===== src/rtl/rps_pkg.sv =====
// Package: shared command and sequencer-state types for the open-page
// read scheduler. Assumes a 2-bit command bus with the encoding below.
package rps_pkg;
    typedef enum logic [1:0] {
        CMD_NOP = 2'b00,
        CMD_ACT = 2'b01,
        CMD_RD  = 2'b10,
        CMD_PRE = 2'b11
    } rps_cmd_e;

    typedef enum logic [1:0] {
        ST_RUN = 2'b00,   // page settled, requests may be taken
        ST_PRE = 2'b01,   // waiting out precharge-to-activate
        ST_ACT = 2'b10    // waiting out activate-to-read
    } rps_state_e;
endpackage


===== src/rtl/rps_row_tracker.sv =====
// Row tracker: keeps the open row of the single bank and flags page hits.
// Assumes it sees every issued command one cycle after it is driven.
module rps_row_tracker
    import rps_pkg::*;
#(
    parameter int ROW_W = 13
) (
    input  logic             clk,
    input  logic             rst_n,
    input  rps_cmd_e         cmd_i,
    input  logic [ROW_W-1:0] cmd_row_i,
    input  logic [ROW_W-1:0] req_row_i,
    output logic             row_open_o,
    output logic [ROW_W-1:0] open_row_o,
    output logic             req_hit_o
);
    logic             open_vld_q;
    logic [ROW_W-1:0] open_row_q;

    // Record the row opened by ACTIVATE and forget it on PRECHARGE.
    always_ff @(posedge clk) begin
        if (!rst_n) begin
            open_vld_q <= 1'b0;
            open_row_q <= '0;
        end else if (cmd_i == CMD_ACT) begin
            open_vld_q <= 1'b1;
            open_row_q <= cmd_row_i;
        end else if (cmd_i == CMD_PRE) begin
            open_vld_q <= 1'b0;
        end
    end

    // Compare the incoming row with the open one.
    always_comb begin
        req_hit_o = open_vld_q && (req_row_i == open_row_q);
    end

    assign row_open_o = open_vld_q;
    assign open_row_o = open_row_q;

    AST_READ_IN_OPEN_ROW: assert property (@(posedge clk) disable iff (!rst_n)
        (cmd_i == CMD_RD) |-> (open_vld_q && cmd_row_i == open_row_q));
endmodule


===== src/rtl/rps_cmd_fsm.sv =====
// Command sequencer: accepts one request at a time and emits READ for a hit,
// PRE/ACT/READ for a miss, ACT/READ when no row is open. Holds READs four
// cycles apart so that the next burst abuts the current one. Assumes the
// timing inputs are at least 1 and stay fixed while a request is in flight.
module rps_cmd_fsm
    import rps_pkg::*;
#(
    parameter int ROW_W = 13,
    parameter int COL_W = 10,
    parameter int TW    = 3,
    parameter int BC    = 4
) (
    input  logic             clk,
    input  logic             rst_n,
    input  logic [TW-1:0]    cfg_trp,
    input  logic [TW-1:0]    cfg_trcd,
    input  logic             req_fire,
    input  logic             req_hit,
    input  logic             row_open,
    input  logic [ROW_W-1:0] open_row,
    input  logic [ROW_W-1:0] req_row,
    input  logic [COL_W-1:0] req_col,
    output logic             accept_ok,
    output rps_cmd_e         cmd_o,
    output logic [ROW_W-1:0] cmd_row_o,
    output logic [COL_W-1:0] cmd_col_o
);
    localparam int AGW = $clog2(BC) + 1;
    localparam logic [AGW-1:0] AGE_SAT = AGW'(BC - 1);

    rps_state_e       state_q;
    logic [TW-1:0]    wcnt_q;
    logic [AGW-1:0]   rd_age_q;
    logic [ROW_W-1:0] lat_row_q;
    logic [COL_W-1:0] lat_col_q;
    rps_cmd_e         cmd_q;
    logic [ROW_W-1:0] cmd_row_q;
    logic [COL_W-1:0] cmd_col_q;

    // Take a request only in the settled state and once the early-read slot is reached.
    assign accept_ok = (state_q == ST_RUN) && (rd_age_q == AGE_SAT);

    // Sequence commands and count the precharge / activate waits.
    always_ff @(posedge clk) begin
        if (!rst_n) begin
            state_q   <= ST_RUN;
            wcnt_q    <= '0;
            rd_age_q  <= AGE_SAT;
            lat_row_q <= '0;
            lat_col_q <= '0;
            cmd_q     <= CMD_NOP;
            cmd_row_q <= '0;
            cmd_col_q <= '0;
        end else begin
            cmd_q     <= CMD_NOP;
            cmd_row_q <= '0;
            cmd_col_q <= '0;
            if (rd_age_q != AGE_SAT) rd_age_q <= rd_age_q + AGW'(1);
            case (state_q)
                ST_RUN: begin
                    if (req_fire) begin
                        lat_row_q <= req_row;
                        lat_col_q <= req_col;
                        if (req_hit) begin
                            cmd_q     <= CMD_RD;
                            cmd_row_q <= req_row;
                            cmd_col_q <= req_col;
                            rd_age_q  <= '0;
                        end else if (row_open) begin
                            cmd_q     <= CMD_PRE;
                            cmd_row_q <= open_row;
                            wcnt_q    <= cfg_trp - TW'(1);
                            state_q   <= ST_PRE;
                        end else begin
                            cmd_q     <= CMD_ACT;
                            cmd_row_q <= req_row;
                            wcnt_q    <= cfg_trcd - TW'(1);
                            state_q   <= ST_ACT;
                        end
                    end
                end
                ST_PRE: begin
                    if (wcnt_q == '0) begin
                        cmd_q     <= CMD_ACT;
                        cmd_row_q <= lat_row_q;
                        wcnt_q    <= cfg_trcd - TW'(1);
                        state_q   <= ST_ACT;
                    end else begin
                        wcnt_q <= wcnt_q - TW'(1);
                    end
                end
                ST_ACT: begin
                    if (wcnt_q == '0) begin
                        cmd_q     <= CMD_RD;
                        cmd_row_q <= lat_row_q;
                        cmd_col_q <= lat_col_q;
                        rd_age_q  <= '0;
                        state_q   <= ST_RUN;
                    end else begin
                        wcnt_q <= wcnt_q - TW'(1);
                    end
                end
                default: state_q <= ST_RUN;
            endcase
        end
    end

    assign cmd_o     = cmd_q;
    assign cmd_row_o = cmd_row_q;
    assign cmd_col_o = cmd_col_q;

    AST_BUSY_AFTER_PRE: assert property (@(posedge clk) disable iff (!rst_n)
        (cmd_q == CMD_PRE) |=> (cmd_q != CMD_RD));
endmodule


===== src/rtl/rps_dv_sched.sv =====
// Data-valid scheduler: a shift window that marks, for each READ, the
// BC cycles starting CL cycles later. Overlapping windows merge, so
// abutting bursts give one continuous strobe. Assumes 1 <= CL <= 2**TW-1.
module rps_dv_sched
    import rps_pkg::*;
#(
    parameter int TW = 3,
    parameter int BC = 4
) (
    input  logic          clk,
    input  logic          rst_n,
    input  logic [TW-1:0] cfg_cl,
    input  rps_cmd_e      cmd_i,
    output logic          data_valid_o
);
    localparam int SW = (1 << TW) - 1 + BC;
    localparam logic [SW-1:0] BURST_MASK = {{(SW-BC){1'b0}}, {BC{1'b1}}};

    logic [SW-1:0] win_q;

    // Shift the window each cycle and drop in a burst when READ is on the bus.
    always_ff @(posedge clk) begin
        if (!rst_n) begin
            win_q <= '0;
        end else if (cmd_i == CMD_RD) begin
            win_q <= (win_q >> 1) | (BURST_MASK << (cfg_cl - TW'(1)));
        end else begin
            win_q <= win_q >> 1;
        end
    end

    assign data_valid_o = win_q[0];

    AST_BURST_MIN_LEN: assert property (@(posedge clk) disable iff (!rst_n)
        $rose(data_valid_o) |=> data_valid_o);
endmodule


===== src/rtl/open_page_rd_sched.sv =====
// Top: single-bank open-page read scheduler. Joins the row tracker, the
// command sequencer and the data-valid window; also holds the command-age
// counters that the timing assertions use. Assumes cfg_* change only while idle.
module open_page_rd_sched
    import rps_pkg::*;
#(
    parameter int ROW_W     = 13,
    parameter int COL_W     = 10,
    parameter int TW        = 3,
    parameter int BURST_LEN = 8
) (
    input  logic             clk,
    input  logic             rst_n,
    input  logic [TW-1:0]    cfg_cl,
    input  logic [TW-1:0]    cfg_trp,
    input  logic [TW-1:0]    cfg_trcd,
    input  logic             req_valid,
    output logic             req_ready,
    input  logic [ROW_W-1:0] req_row,
    input  logic [COL_W-1:0] req_col,
    output logic [1:0]       cmd,
    output logic [ROW_W-1:0] cmd_row,
    output logic [COL_W-1:0] cmd_col,
    output logic             data_valid
);
    localparam int BC = BURST_LEN / 2;
    localparam int CW = TW + 1;
    localparam logic [CW-1:0] AGE_MAX = '1;

    rps_cmd_e         cmd_e;
    logic             row_open;
    logic             req_hit;
    logic             accept_ok;
    logic [ROW_W-1:0] open_row;

    rps_row_tracker #(.ROW_W(ROW_W)) u_rows (
        .clk(clk), .rst_n(rst_n), .cmd_i(cmd_e), .cmd_row_i(cmd_row),
        .req_row_i(req_row), .row_open_o(row_open), .open_row_o(open_row),
        .req_hit_o(req_hit)
    );

    rps_cmd_fsm #(.ROW_W(ROW_W), .COL_W(COL_W), .TW(TW), .BC(BC)) u_fsm (
        .clk(clk), .rst_n(rst_n), .cfg_trp(cfg_trp), .cfg_trcd(cfg_trcd),
        .req_fire(req_valid && accept_ok), .req_hit(req_hit),
        .row_open(row_open), .open_row(open_row), .req_row(req_row),
        .req_col(req_col), .accept_ok(accept_ok), .cmd_o(cmd_e),
        .cmd_row_o(cmd_row), .cmd_col_o(cmd_col)
    );

    rps_dv_sched #(.TW(TW), .BC(BC)) u_dv (
        .clk(clk), .rst_n(rst_n), .cfg_cl(cfg_cl), .cmd_i(cmd_e),
        .data_valid_o(data_valid)
    );

    assign req_ready = accept_ok;
    assign cmd       = cmd_e;

    // Assertion support: cycles since the last PRE, ACT and READ, saturating.
    logic [CW-1:0] pre_age_q, act_age_q, rd_age_q;
    always_ff @(posedge clk) begin
        if (!rst_n) begin
            pre_age_q <= AGE_MAX;
            act_age_q <= AGE_MAX;
            rd_age_q  <= AGE_MAX;
        end else begin
            pre_age_q <= (cmd_e == CMD_PRE) ? CW'(1) :
                         (pre_age_q == AGE_MAX) ? AGE_MAX : pre_age_q + CW'(1);
            act_age_q <= (cmd_e == CMD_ACT) ? CW'(1) :
                         (act_age_q == AGE_MAX) ? AGE_MAX : act_age_q + CW'(1);
            rd_age_q  <= (cmd_e == CMD_RD) ? CW'(1) :
                         (rd_age_q == AGE_MAX) ? AGE_MAX : rd_age_q + CW'(1);
        end
    end

    AST_TRP_HONOURED: assert property (@(posedge clk) disable iff (!rst_n)
        (cmd_e == CMD_ACT) |-> (pre_age_q >= CW'(cfg_trp)));
    AST_TRCD_HONOURED: assert property (@(posedge clk) disable iff (!rst_n)
        (cmd_e == CMD_RD) |-> (act_age_q >= CW'(cfg_trcd)));
    AST_RD_SPACING: assert property (@(posedge clk) disable iff (!rst_n)
        (cmd_e == CMD_RD) |-> (rd_age_q >= CW'(BC)));
    AST_HIT_GOES_READ: assert property (@(posedge clk) disable iff (!rst_n)
        (req_valid && req_ready && req_hit) |=> (cmd_e == CMD_RD && cmd_col == $past(req_col)));
    AST_PRE_ONLY_OPEN: assert property (@(posedge clk) disable iff (!rst_n)
        (cmd_e == CMD_PRE) |-> row_open);
    AST_NO_TAKE_IN_MISS: assert property (@(posedge clk) disable iff (!rst_n)
        (cmd_e == CMD_PRE || cmd_e == CMD_ACT) |-> !req_ready);
endmodule


===== config.mk =====
export PLATFORM = sky130hd
export DESIGN_NAME = open_page_rd_sched
export DESIGN_NICKNAME = d
export VERILOG_FILES = /design/src/rtl/rps_pkg.sv /design/src/rtl/rps_row_tracker.sv /design/src/rtl/rps_cmd_fsm.sv /design/src/rtl/rps_dv_sched.sv /design/src/rtl/open_page_rd_sched.sv
export SDC_FILE = /design/constraint.sdc
export NUM_CORES = 1
export LEC_CHECK = 0
export BUFFER_PORTS_ARGS = -buffer_cell sky130_fd_sc_hd__clkbuf_2
export CAP_MARGIN = 5
export CORE_UTILIZATION = 40
export CTS_CLUSTER_SIZE = 30
export DETAILED_ROUTE_END_ITERATION = 8
export HOLD_SLACK_MARGIN = 0.05
export PLACE_DENSITY = 0.71
export SLEW_MARGIN = 20
export SYNTH_ARGS = -nofsm -noshare
export SYNTH_HDL_FRONTEND = slang
export SYNTH_SLANG_ARGS = --single-unit

===== constraint.sdc =====
create_clock -name clk -period 4.24 [get_ports clk]
set_input_delay 0.212 -clock clk [delete_from_list [all_inputs] [get_ports clk]]
set_output_delay 0.212 -clock clk [all_outputs]
set_load 0.02 [all_outputs]

==> results of run 1 <==
cells in the final DEF (no fill, tap or decap), types with 5 or more instances in the layout:
cell,n
a211oi_1,5
a21oi_1,62
clkbuf_2,61
clkbuf_8,9
dfxtp_1,81
ha_1,15
inv_1,17
mux2i_1,17
nand2_1,109
nand3_1,13
nor2_1,17
nor2b_1,5
o21ai_0,21
xnor2_1,14
layer usage:
layer  routed length [µm]  up-vias  track usage (%)
li1                     -     1574                -
met1                 3710     1474             22.1
met2                 4010       76             31.2
met3                  441       14             4.70
met4                  125        0             6.77
met5                    0        -                0
worst min path at each step:
stage	start	end	slack [ns]	cells past startpoint
2_1_floorplan	req_col[0]	u_fsm.lat_col_q[0]	0.35	2
3_3_place_gp	u_dv.win_q[6]	u_dv.win_q[5]	0.42	2
3_5_place_dp	u_dv.win_q[6]	u_dv.win_q[5]	0.43	2
4_1_cts	req_col[6]	u_fsm.lat_col_q[6]	0.07	3
5_1_grt	req_col[4]	u_fsm.lat_col_q[4]	0.07	3
6_report	req_col[6]	u_fsm.lat_col_q[6]	0.08	3
power by group:
| part | switching (W) | internal (W) | total [W] |
|---|---|---|---|
| Clock | 0.000301 | 0.000282 | 0.000583 |
| Combinational | 0.000559 | 0.000314 | 0.000874 |
| Sequential | 0.0000828 | 0.000879 | 0.000961 |
registers in the layout, summed over array words and instances, names as in the netlist:
name and flops:
u_fsm.lat_row_q 13, u_fsm.wcnt_q 3, u_fsm.cmd_o 2, u_dv.win_q 11, u_fsm.state_q 2, u_fsm.cmd_col_o 10
u_fsm.cmd_row_o 13, u_fsm.rd_age_q 3, u_fsm.lat_col_q 10, u_rows.row_open_o 1, u_rows.open_row_o 13
per-stage QoR:
step / total power (W) / setup slack (ns)
after floorplan: 0.00162 / 2.56
after global placement: 0.00182 / 2.06
after detailed placement: 0.00184 / 2.04
after CTS: 0.00243 / 2.01
after global routing: 0.00258 / 1.78
final: 0.00242 / 1.98
critical path, delay by kind of cell, from the launching register on:
family,cells,cell delay [ns]
AOI/OAI and AO/OA,2,0.48
adders and majority gates,1,0.21
and+or+nand+nor,3,1.02
DFF,1,0.33
buffers and inverters,1,0.08
synth_stat cells (2+ instances only):
cell,number
and2_1,4
clkbuf_1,15
nand2_1,109
dfxtp_1,81
nor2_1,17
o21ai_0,21
ha_1,15
nand3_1,13
a211oi_1,5
and3_1,2
xor2_1,3
nor2b_1,6
nor3_1,4
buf_1,3
nand4_1,4
xnor2_1,14
mux2i_1,17
buf_2,3
inv_1,17
a21oi_1,62
a21o_1,2
o211ai_1,3
nand2b_1,4
logic make-up after synthesis:
family / after synthesis
compound gates: 101
fa+ha+maj: 15
flops: 81
buf+inv: 41
simple gates: 167
xor+xnor: 17
mux: 17
area by class of cell:
class	count	area share, %
inverter	18	1.62
tap	108	3.24
clock inverter	7	2.01
timing repair buffer	65	8.04
multi-input combinational	317	43.2
clock buffer	9	2.97
sequential	81	38.9
==> results by group, run 1 <==
CTS
  – H-Tree Depth: 3
  – Worst-Skew Late Latency: 0.36 ns
  – Cts repair resizes: 0
  – CTS Hold Buffers Added: 0
  – CTS Buffer Depth: 2
  – Worst-path clk slew: 0.10 ns
  – Post-CTS Setup Bufs: 0
  – CTS buffer count: 9
  – Sink Count: 81
  – CTS tree: yes
  – Clock root buffer: clkbuf_8

Min path
  – Min-Delay Path Class: primary input to register

Floorplanning
  – Die width: 96.7 µm
  – Die H: 96.7 µm
  – Initial Utilization: 41.3%
  – Die area: 9340 µm²
  – Core area: 8680 µm²
  – Ports: 62
  – Rows: 34

Place
  – Placed Cells: 589
  – GP Congestion: 0.799
  – DP Area: 3960 µm²
  – Hpwl dp: 5770 µm
  – PortBufs: 61

Global route
  – Initial antenna violation count: 0
  – Vias in the first global route: 2972
  – Pin count of the biggest net entering global routing: 52
  – Overall Global Routing Usage: 18.3%
  – Final global-route overflow total: 0
  – First-pass GRT wire length: 14000 µm

Worst setup path
  – Highest-delay cell along the critical path: and2_1
  – Max incr delay on CP: 0.53 ns
  – Setup crit end kind: register
  – Worst Path Arrival: 2.48 ns
  – Required @ worst endpoint: 4.46 ns
  – R2R Path End: u_fsm.wcnt_q[1]
  – Crit start category: register
  – Crit path kind: register to register
  – R2r setup slk: 1.98 ns
  – Critical path origin: u_fsm.wcnt_q[0]
  – Critical Path, Cell by Cell: inv_1, ha_1, nor2b_1, and2_1, nor3_1, a211oi_1, a211oi_2
  – Reg-to-reg startpoint: u_fsm.wcnt_q[0]
  – End of the critical path: u_fsm.wcnt_q[1]
  – Critical Path Fanout Max: 13
  – Reg2Reg Depth: 7

Yosys
  – Ranking of synthesized cells by area: dfxtp_1 (45%), nand2_1 (11%), a21oi_1 (8.7%)
  – Mux share of post-synthesis cell area: 4.75%
  – Asr flop ratio synth: 0%
  – Netlist cell types: 38
  – Number of flops mapped to enable cells by yosys: 0
  – Compound-Gate Fraction of Synth Area: 15.9%
  – Post-Synth Adder-Cell Area: 5.24%
  – Post-Syn Area per Cell: 8.17 µm²
  – Mapped Cells: 439
  – Synth Warn #: 0
  – Synthesized flop and latch total: 81
  – Post-Syn Nets: 489
  – Synthesized area: 3580 µm²
  – Yosys top cell area share: 45.2%
  – Seq/Total Area, Yosys: 45.2%
  – Largest family of logic cells by synthesized area: simple AND/OR/NAND/NOR gates
  – Cell accounting for the most synthesized area: dfxtp_1
  – Post-Synth Simple-Gate Area: 20.0%
  – Commonest register cell after synthesis: dfxtp_1
  – XOR/XNOR Fraction of Synth Area: 4.15%

Power and ir drop
  – Worst VDD drop: 0.273 mV
  – Total leakage power: 1.71 nW
  – PD cells: 580 nW/µm²

Timing
  – RSZ-0062 raised after global routing: false
  – Highest Clock Rate: 0.443 GHz
  – Slew Limit Headroom: 23.9%
  – Min Tclk post-route: 2.26 ns
  – Fin crit share: 53.2%
  – Hold WS: 0.0790 ns
  – Worst Skew: 0.0162 ns
  – Fin Setup TNS: 0 ns
  – Max Slew Vio Count: 0
  – Setup violators final: 0
  – Worst-Margin Slew: 1.13 ns
  – Final number of hold-violating endpoints: 0

Final layout
  – Layout cells sized above 1: 17.3%
  – Storage cell area: 1620 µm²
  – Inserted Diodes: 0
  – Filler cells: 886
  – Final nets: 542
  – Area of the multi-input gates: 1800 µm²
  – Area Overhead vs Synth: 16.3%
  – Final std cells w/o fill: 605
  – Fin area: 4170 µm²
  – Finished Core Util: 48.1%

Route
  – DR DRC count: 0
  – Avg WL per Cell: 13.7 µm
  – Final ANT Viol Nets: 0
  – Post-Route WL: 8290 µm
  – Routed vias: 3138
  – DR vias/cell: 5.19
  – Drt pass-1 iters: 4
  – DRT iter0 DRCs: 174

Outcome
  – Status: finished clean

Flow run
  – Max-cap violations: 0
No activity file was read; power rests on OpenSTA's default activity.
==> inputs of run 2 (changes only) <==
==> constraint.sdc (replaced) <==
create_clock -name clk -period 2.15 [get_ports clk]
set_input_delay 0.1075 -clock clk [delete_from_list [all_inputs] [get_ports clk]]
set_output_delay 0.1075 -clock clk [all_outputs]
set_load 0.02 [all_outputs]
==> run 2 against run 1 <==
  * First-iteration DRC count shrank 37%
  * Register-to-register slack worse by 1.7 ns
  * Final cell count increased by 5.1%
  * Clock power up 100%
  * Sequential power is 95% higher
  * Global-route usage is 0.58 points higher
  * Flip-flop and latch count is the same
==> results by group, run 2 (synthesized netlist as in run 1, its figures left out) <==
Outcome
  – Status: finished clean

Timing
  – Slew Limit Headroom: 58.2%
  – Hold WS: 0.0939 ns
  – Min Tclk post-route: 1.96 ns
  – Worst-Margin Slew: 0.625 ns
  – Fin Setup TNS: 0 ns
  – Final number of hold-violating endpoints: 0
  – Max Slew Vio Count: 0
  – RSZ-0062 raised after global routing: false
  – Setup violators final: 0
  – Fin crit share: 91.3%
  – Highest Clock Rate: 0.509 GHz
  – Worst Skew: 0.0120 ns

CTS
  – Post-CTS Setup Bufs: 0
  – CTS buffer count: 9
  – Cts repair resizes: 0
  – CTS Hold Buffers Added: 23
  – H-Tree Depth: 3
  – CTS Buffer Depth: 2
  – CTS tree: yes
  – Worst-Skew Late Latency: 0.36 ns
  – Clock root buffer: clkbuf_8
  – Worst-path clk slew: 0.09 ns
  – Sink Count: 81

Floorplanning
  – Die width: 96.7 µm
  – Die area: 9340 µm²
  – Initial Utilization: 41.3%
  – Core area: 8680 µm²
  – Die H: 96.7 µm
  – Ports: 62
  – Rows: 34

Worst setup path
  – Required @ worst endpoint: 2.39 ns
  – Critical Path Fanout Max: 5
  – Worst Path Arrival: 2.20 ns
  – R2r setup slk: 0.25 ns
  – Setup crit end kind: register
  – Crit path kind: primary input to register
  – Crit start category: primary input

Power and ir drop
  – Worst VDD drop: 0.446 mV
  – PD cells: 1100 nW/µm²
  – Total leakage power: 1.85 nW

Route
  – Post-Route WL: 8520 µm
  – Routed vias: 3237
  – DR DRC count: 0
  – DRT iter0 DRCs: 109
  – Final ANT Viol Nets: 0
  – DR vias/cell: 5.09
  – Drt pass-1 iters: 6
  – Avg WL per Cell: 13.4 µm

Final layout
  – Area Overhead vs Synth: 24.4%
  – Layout cells sized above 1: 17.6%
  – Filler cells: 838
  – Final nets: 573
  – Leading cell type in the layout, fill and taps excluded: nand2_1
  – Commonest non-fill, non-tap cells in the layout: nand2_1 (109), dfxtp_1 (81), a21oi_1 (62)
  – Inserted Diodes: 0

Place
  – GP Congestion: 0.833
  – PortBufs: 61
  – Hpwl dp: 5920 µm

Global route
  – Final global-route overflow total: 0
  – First-pass GRT wire length: 14300 µm
  – Overall Global Routing Usage: 18.9%
  – Pin count of the biggest net entering global routing: 51
  – Initial antenna violation count: 0
  – Vias in the first global route: 3203

Flow run
  – Max-cap violations: 0

Min path
  – Min-Delay Path Class: primary input to register
run 2: changes by cell type in the layout (fill, tap and decap cells not counted):
cell           previous run  this run
buf_4                     4        12
clkbuf_8                  9        10
clkinv_2                  0         1
clkinv_4                  2         1
clkinvlp_4                1         0
dlygate4sd3_1             0        23
nor2b_1                   5         6
nor2b_2                   1         0
run 2: through the flow:
| step | std cells | instance area (µm²) | setup WS, ns | util, % | total power, W |
|---|---|---|---|---|---|
| final | 636 | 4460 | 0.186 | 51.4 | 0.00490 |
| after global routing | 636 | 4460 | 0.0735 | 51.4 | 0.00524 |
| after CTS | 636 | 4460 | 0.202 | 51.4 | 0.00492 |
| after detailed placement | 597 | 4020 | 0.265 | 46.3 | 0.00371 |
| after global placement | 597 | 4020 | 0.306 | 46.3 | 0.00366 |
| after floorplan | 439 | 3580 | 0.473 | - | 0.00319 |
run 2: final cells by class:
cell class	instances	area, µm²	share of cell area (%)
well taps	108	135	3.03
inverters	18	67.6	1.51
flip-flops and latches	81	1620	36.4
repair buffers	96	626	14.0
clock buffers	10	138	3.09
multi-input cells	317	1800	40.4
clock inverters	6	72.6	1.63
run 2: worst max-delay path: stages:
cell and delay, ns:
dlygate4sd3_1 0.53, clkbuf_2 0.14, xnor2_1 0.26, nand4_1 0.19, or4_4 0.59, a21o_1 0.24
mux2i_1 0.14
run 2: final timing paths:
check,end,start,cells after the start
worst max-delay path,u_fsm.wcnt_q[0],req_row[5],7
worst min register to register,u_dv.win_q[6],u_dv.win_q[7],2
worst min-delay path,u_fsm.rd_age_q[0],rst_n,2
worst max register to register,u_fsm.wcnt_q[0],u_rows.open_row_o[5],5
run 2: metal layers:
metal | vias up | GRT usage [%] | part of all wire [%]
li1 | 1636 | - | -
met3 | 17 | 3.97 | 4.1
met2 | 72 | 32.7 | 50
met5 | - | 0 | 0
met1 | 1512 | 22.3 | 44
met4 | 0 | 8.73 | 1.9
run 2: power by group:
part | internal [W] | switching, W | total [W]
logic | 0.000703 | 0.00114 | 0.00185
registers | 0.00173 | 0.000142 | 0.00187
clock network | 0.000584 | 0.000590 | 0.00117
total | 0.00302 | 0.00188 | 0.00490
==> inputs of run 3 (changes only) <==
--- a/config.mk
+++ b/config.mk
@@ -8,10 +8,10 @@
 export BUFFER_PORTS_ARGS = -buffer_cell sky130_fd_sc_hd__clkbuf_2
 export CAP_MARGIN = 5
 export CORE_UTILIZATION = 40
-export CTS_CLUSTER_SIZE = 30
+export CTS_CLUSTER_SIZE = 10
 export DETAILED_ROUTE_END_ITERATION = 8
 export HOLD_SLACK_MARGIN = 0.05
-export PLACE_DENSITY = 0.71
+export PLACE_DENSITY = 0.58
 export SLEW_MARGIN = 20
 export SYNTH_ARGS = -nofsm -noshare
 export SYNTH_HDL_FRONTEND = slang
==> run 3 against run 2 <==
  * Final area shrank 0.50%
  * Hold slack improved by 0.012 ns
  * Register-to-register slack worse by 0.03 ns
  * Setup slack got worse by 0.012 ns
  * Critical endpoint is now u_fsm.cmd_row_o[5]
  * Largest cell class unchanged
  * Highest routed layer unchanged
==> results by group, run 3 (synthesized netlist as in run 1, its figures left out) <==
Timing
  – Worst-Margin Slew: 0.638 ns
  – Fin crit share: 91.9%
  – Slew Limit Headroom: 57.5%
  – Highest Clock Rate: 0.506 GHz
  – Setup violators final: 0
  – Min Tclk post-route: 1.98 ns
  – Worst setup margin: 0.175 ns
  – Max Slew Vio Count: 0
  – Final number of hold-violating endpoints: 0
  – RSZ-0062 raised after global routing: false
  – Fin Setup TNS: 0 ns
  – Worst Skew: 0.0117 ns

CTS
  – Sink Count: 81
  – Worst-Skew Late Latency: 0.35 ns
  – H-Tree Depth: 3
  – Worst-path clk slew: 0.08 ns
  – Cts repair resizes: 0
  – CTS buffer count: 9
  – CTS Buffer Depth: 2
  – Clock root buffer: clkbuf_8
  – CTS tree: yes

Global route
  – Final global-route overflow total: 0
  – Pin count of the biggest net entering global routing: 51
  – Initial antenna violation count: 0
  – Overall Global Routing Usage: 19.1%
  – First-pass GRT wire length: 14400 µm
  – Vias in the first global route: 3071

Final layout
  – Inserted Diodes: 0
  – Commonest non-fill, non-tap cells in the layout: nand2_1 (109), dfxtp_1 (81), a21oi_1 (62)
  – Filler cells: 865
  – Leading cell type in the layout, fill and taps excluded: nand2_1
  – Layout cells sized above 1: 17.6%
  – Final nets: 573
  – Finished Core Util: 51.1%
  – Area Overhead vs Synth: 23.8%

Worst setup path
  – Crit start category: primary input
  – R2r setup slk: 0.22 ns
  – Crit path kind: primary input to register
  – Reg2Reg Depth: 6
  – Required @ worst endpoint: 2.36 ns
  – Reg-to-reg startpoint: u_rows.open_row_o[8]
  – Worst Path Arrival: 2.18 ns
  – Setup crit end kind: register
  – Critical Path Fanout Max: 7
  – R2R Path End: u_fsm.cmd_row_o[5]

Floorplanning
  – Die width: 96.7 µm
  – Die H: 96.7 µm
  – Ports: 62
  – Rows: 34
  – Core area: 8680 µm²
  – Initial Utilization: 41.3%
  – Die area: 9340 µm²

Place
  – PortBufs: 61
  – Hpwl dp: 5770 µm
  – Pre-CTS setup slack: 0.247 ns
  – GP Congestion: 0.826

Route
  – Avg WL per Cell: 13.5 µm
  – DR vias/cell: 5.03
  – Drt pass-1 iters: 4
  – DRT iter0 DRCs: 105
  – DR DRC count: 0
  – Routed vias: 3196
  – Post-Route WL: 8590 µm
  – Final ANT Viol Nets: 0

Power and ir drop
  – Total leakage power: 1.84 nW
  – PD cells: 1080 nW/µm²
  – Worst VDD drop: 0.430 mV

Outcome
  – Status: finished clean

Min path
  – Hold path depth: 2
  – HP Start: rst_n
  – Sink of the worst hold path: u_fsm.rd_age_q[1]
  – Min-Delay Path Class: primary input to register

Flow run
  – Max-cap violations: 0
[run 3: worst max-delay path, stage by stage]
cell and delay [ns]:
dlygate4sd3_1 0.53, clkbuf_2 0.13, xnor2_1 0.28, nand4_1 0.20
o41ai_2 0.39, buf_4 0.26, mux2i_1 0.19, o21ai_0 0.10
[run 3: layout make-up]
class	instances	area [µm²]	area share (%)
clock inverter	6	50.0	1.13
sequential	81	1620	36.5
tap	108	135	3.04
timing repair buffer	96	626	14.1
multi-input combinational	317	1800	40.6
inverter	18	67.6	1.52
clock buffer	10	138	3.10
[run 3: through the flow]
stage	instance area, µm²	total power, W	hold WS [ns]	std cells
6_report	4440	0.00479	0.106	636
2_1_floorplan	3580	0.00319	0.243	439
3_3_place_gp	4020	0.00371	0.350	597
5_1_grt	4440	0.00514	0.128	636
3_5_place_dp	4020	0.00374	0.356	597
4_1_cts	4440	0.00484	0.0824	636
[run 3: how the worst max path moves through the flow]
stage	cells after the start	endpoint	start
3_5_place_dp	6	u_fsm.cmd_row_o[12]	u_rows.open_row_o[8]
3_3_place_gp	6	u_fsm.cmd_row_o[5]	u_rows.open_row_o[8]
2_1_floorplan	7	u_fsm.cmd_col_o[4]	u_fsm.rd_age_q[0]
4_1_cts	8	u_fsm.cmd_row_o[5]	req_row[8]
6_report	8	u_fsm.cmd_row_o[5]	req_row[8]
5_1_grt	5	u_fsm.cmd_row_o[5]	u_fsm.rd_age_q[0]
[run 3: what timing repair did]
item	in CTS	in global routing
hold buffers	23	0
endpoints found under the hold margin	33	0
buffers inserted	0	0
[run 3: layer usage]
metal / vias to the layer above / GRT usage, % / part of all wire, %
li1: 1639 / - / -
met2: 69 / 31.9 / 46
met5: - / 0 / 0
met1: 1480 / 24.4 / 49
met4: 0 / 6.31 / 1.1
met3: 8 / 4.26 / 4.2
[run 3: power breakdown]
| part | leakage (nW) | switching (W) | internal (W) |
|---|---|---|---|
| Clock | 0.0948 | 0.000583 | 0.000465 |
| Combinational | 1.08 | 0.00115 | 0.000713 |
| Sequential | 0.658 | 0.000140 | 0.00173 |
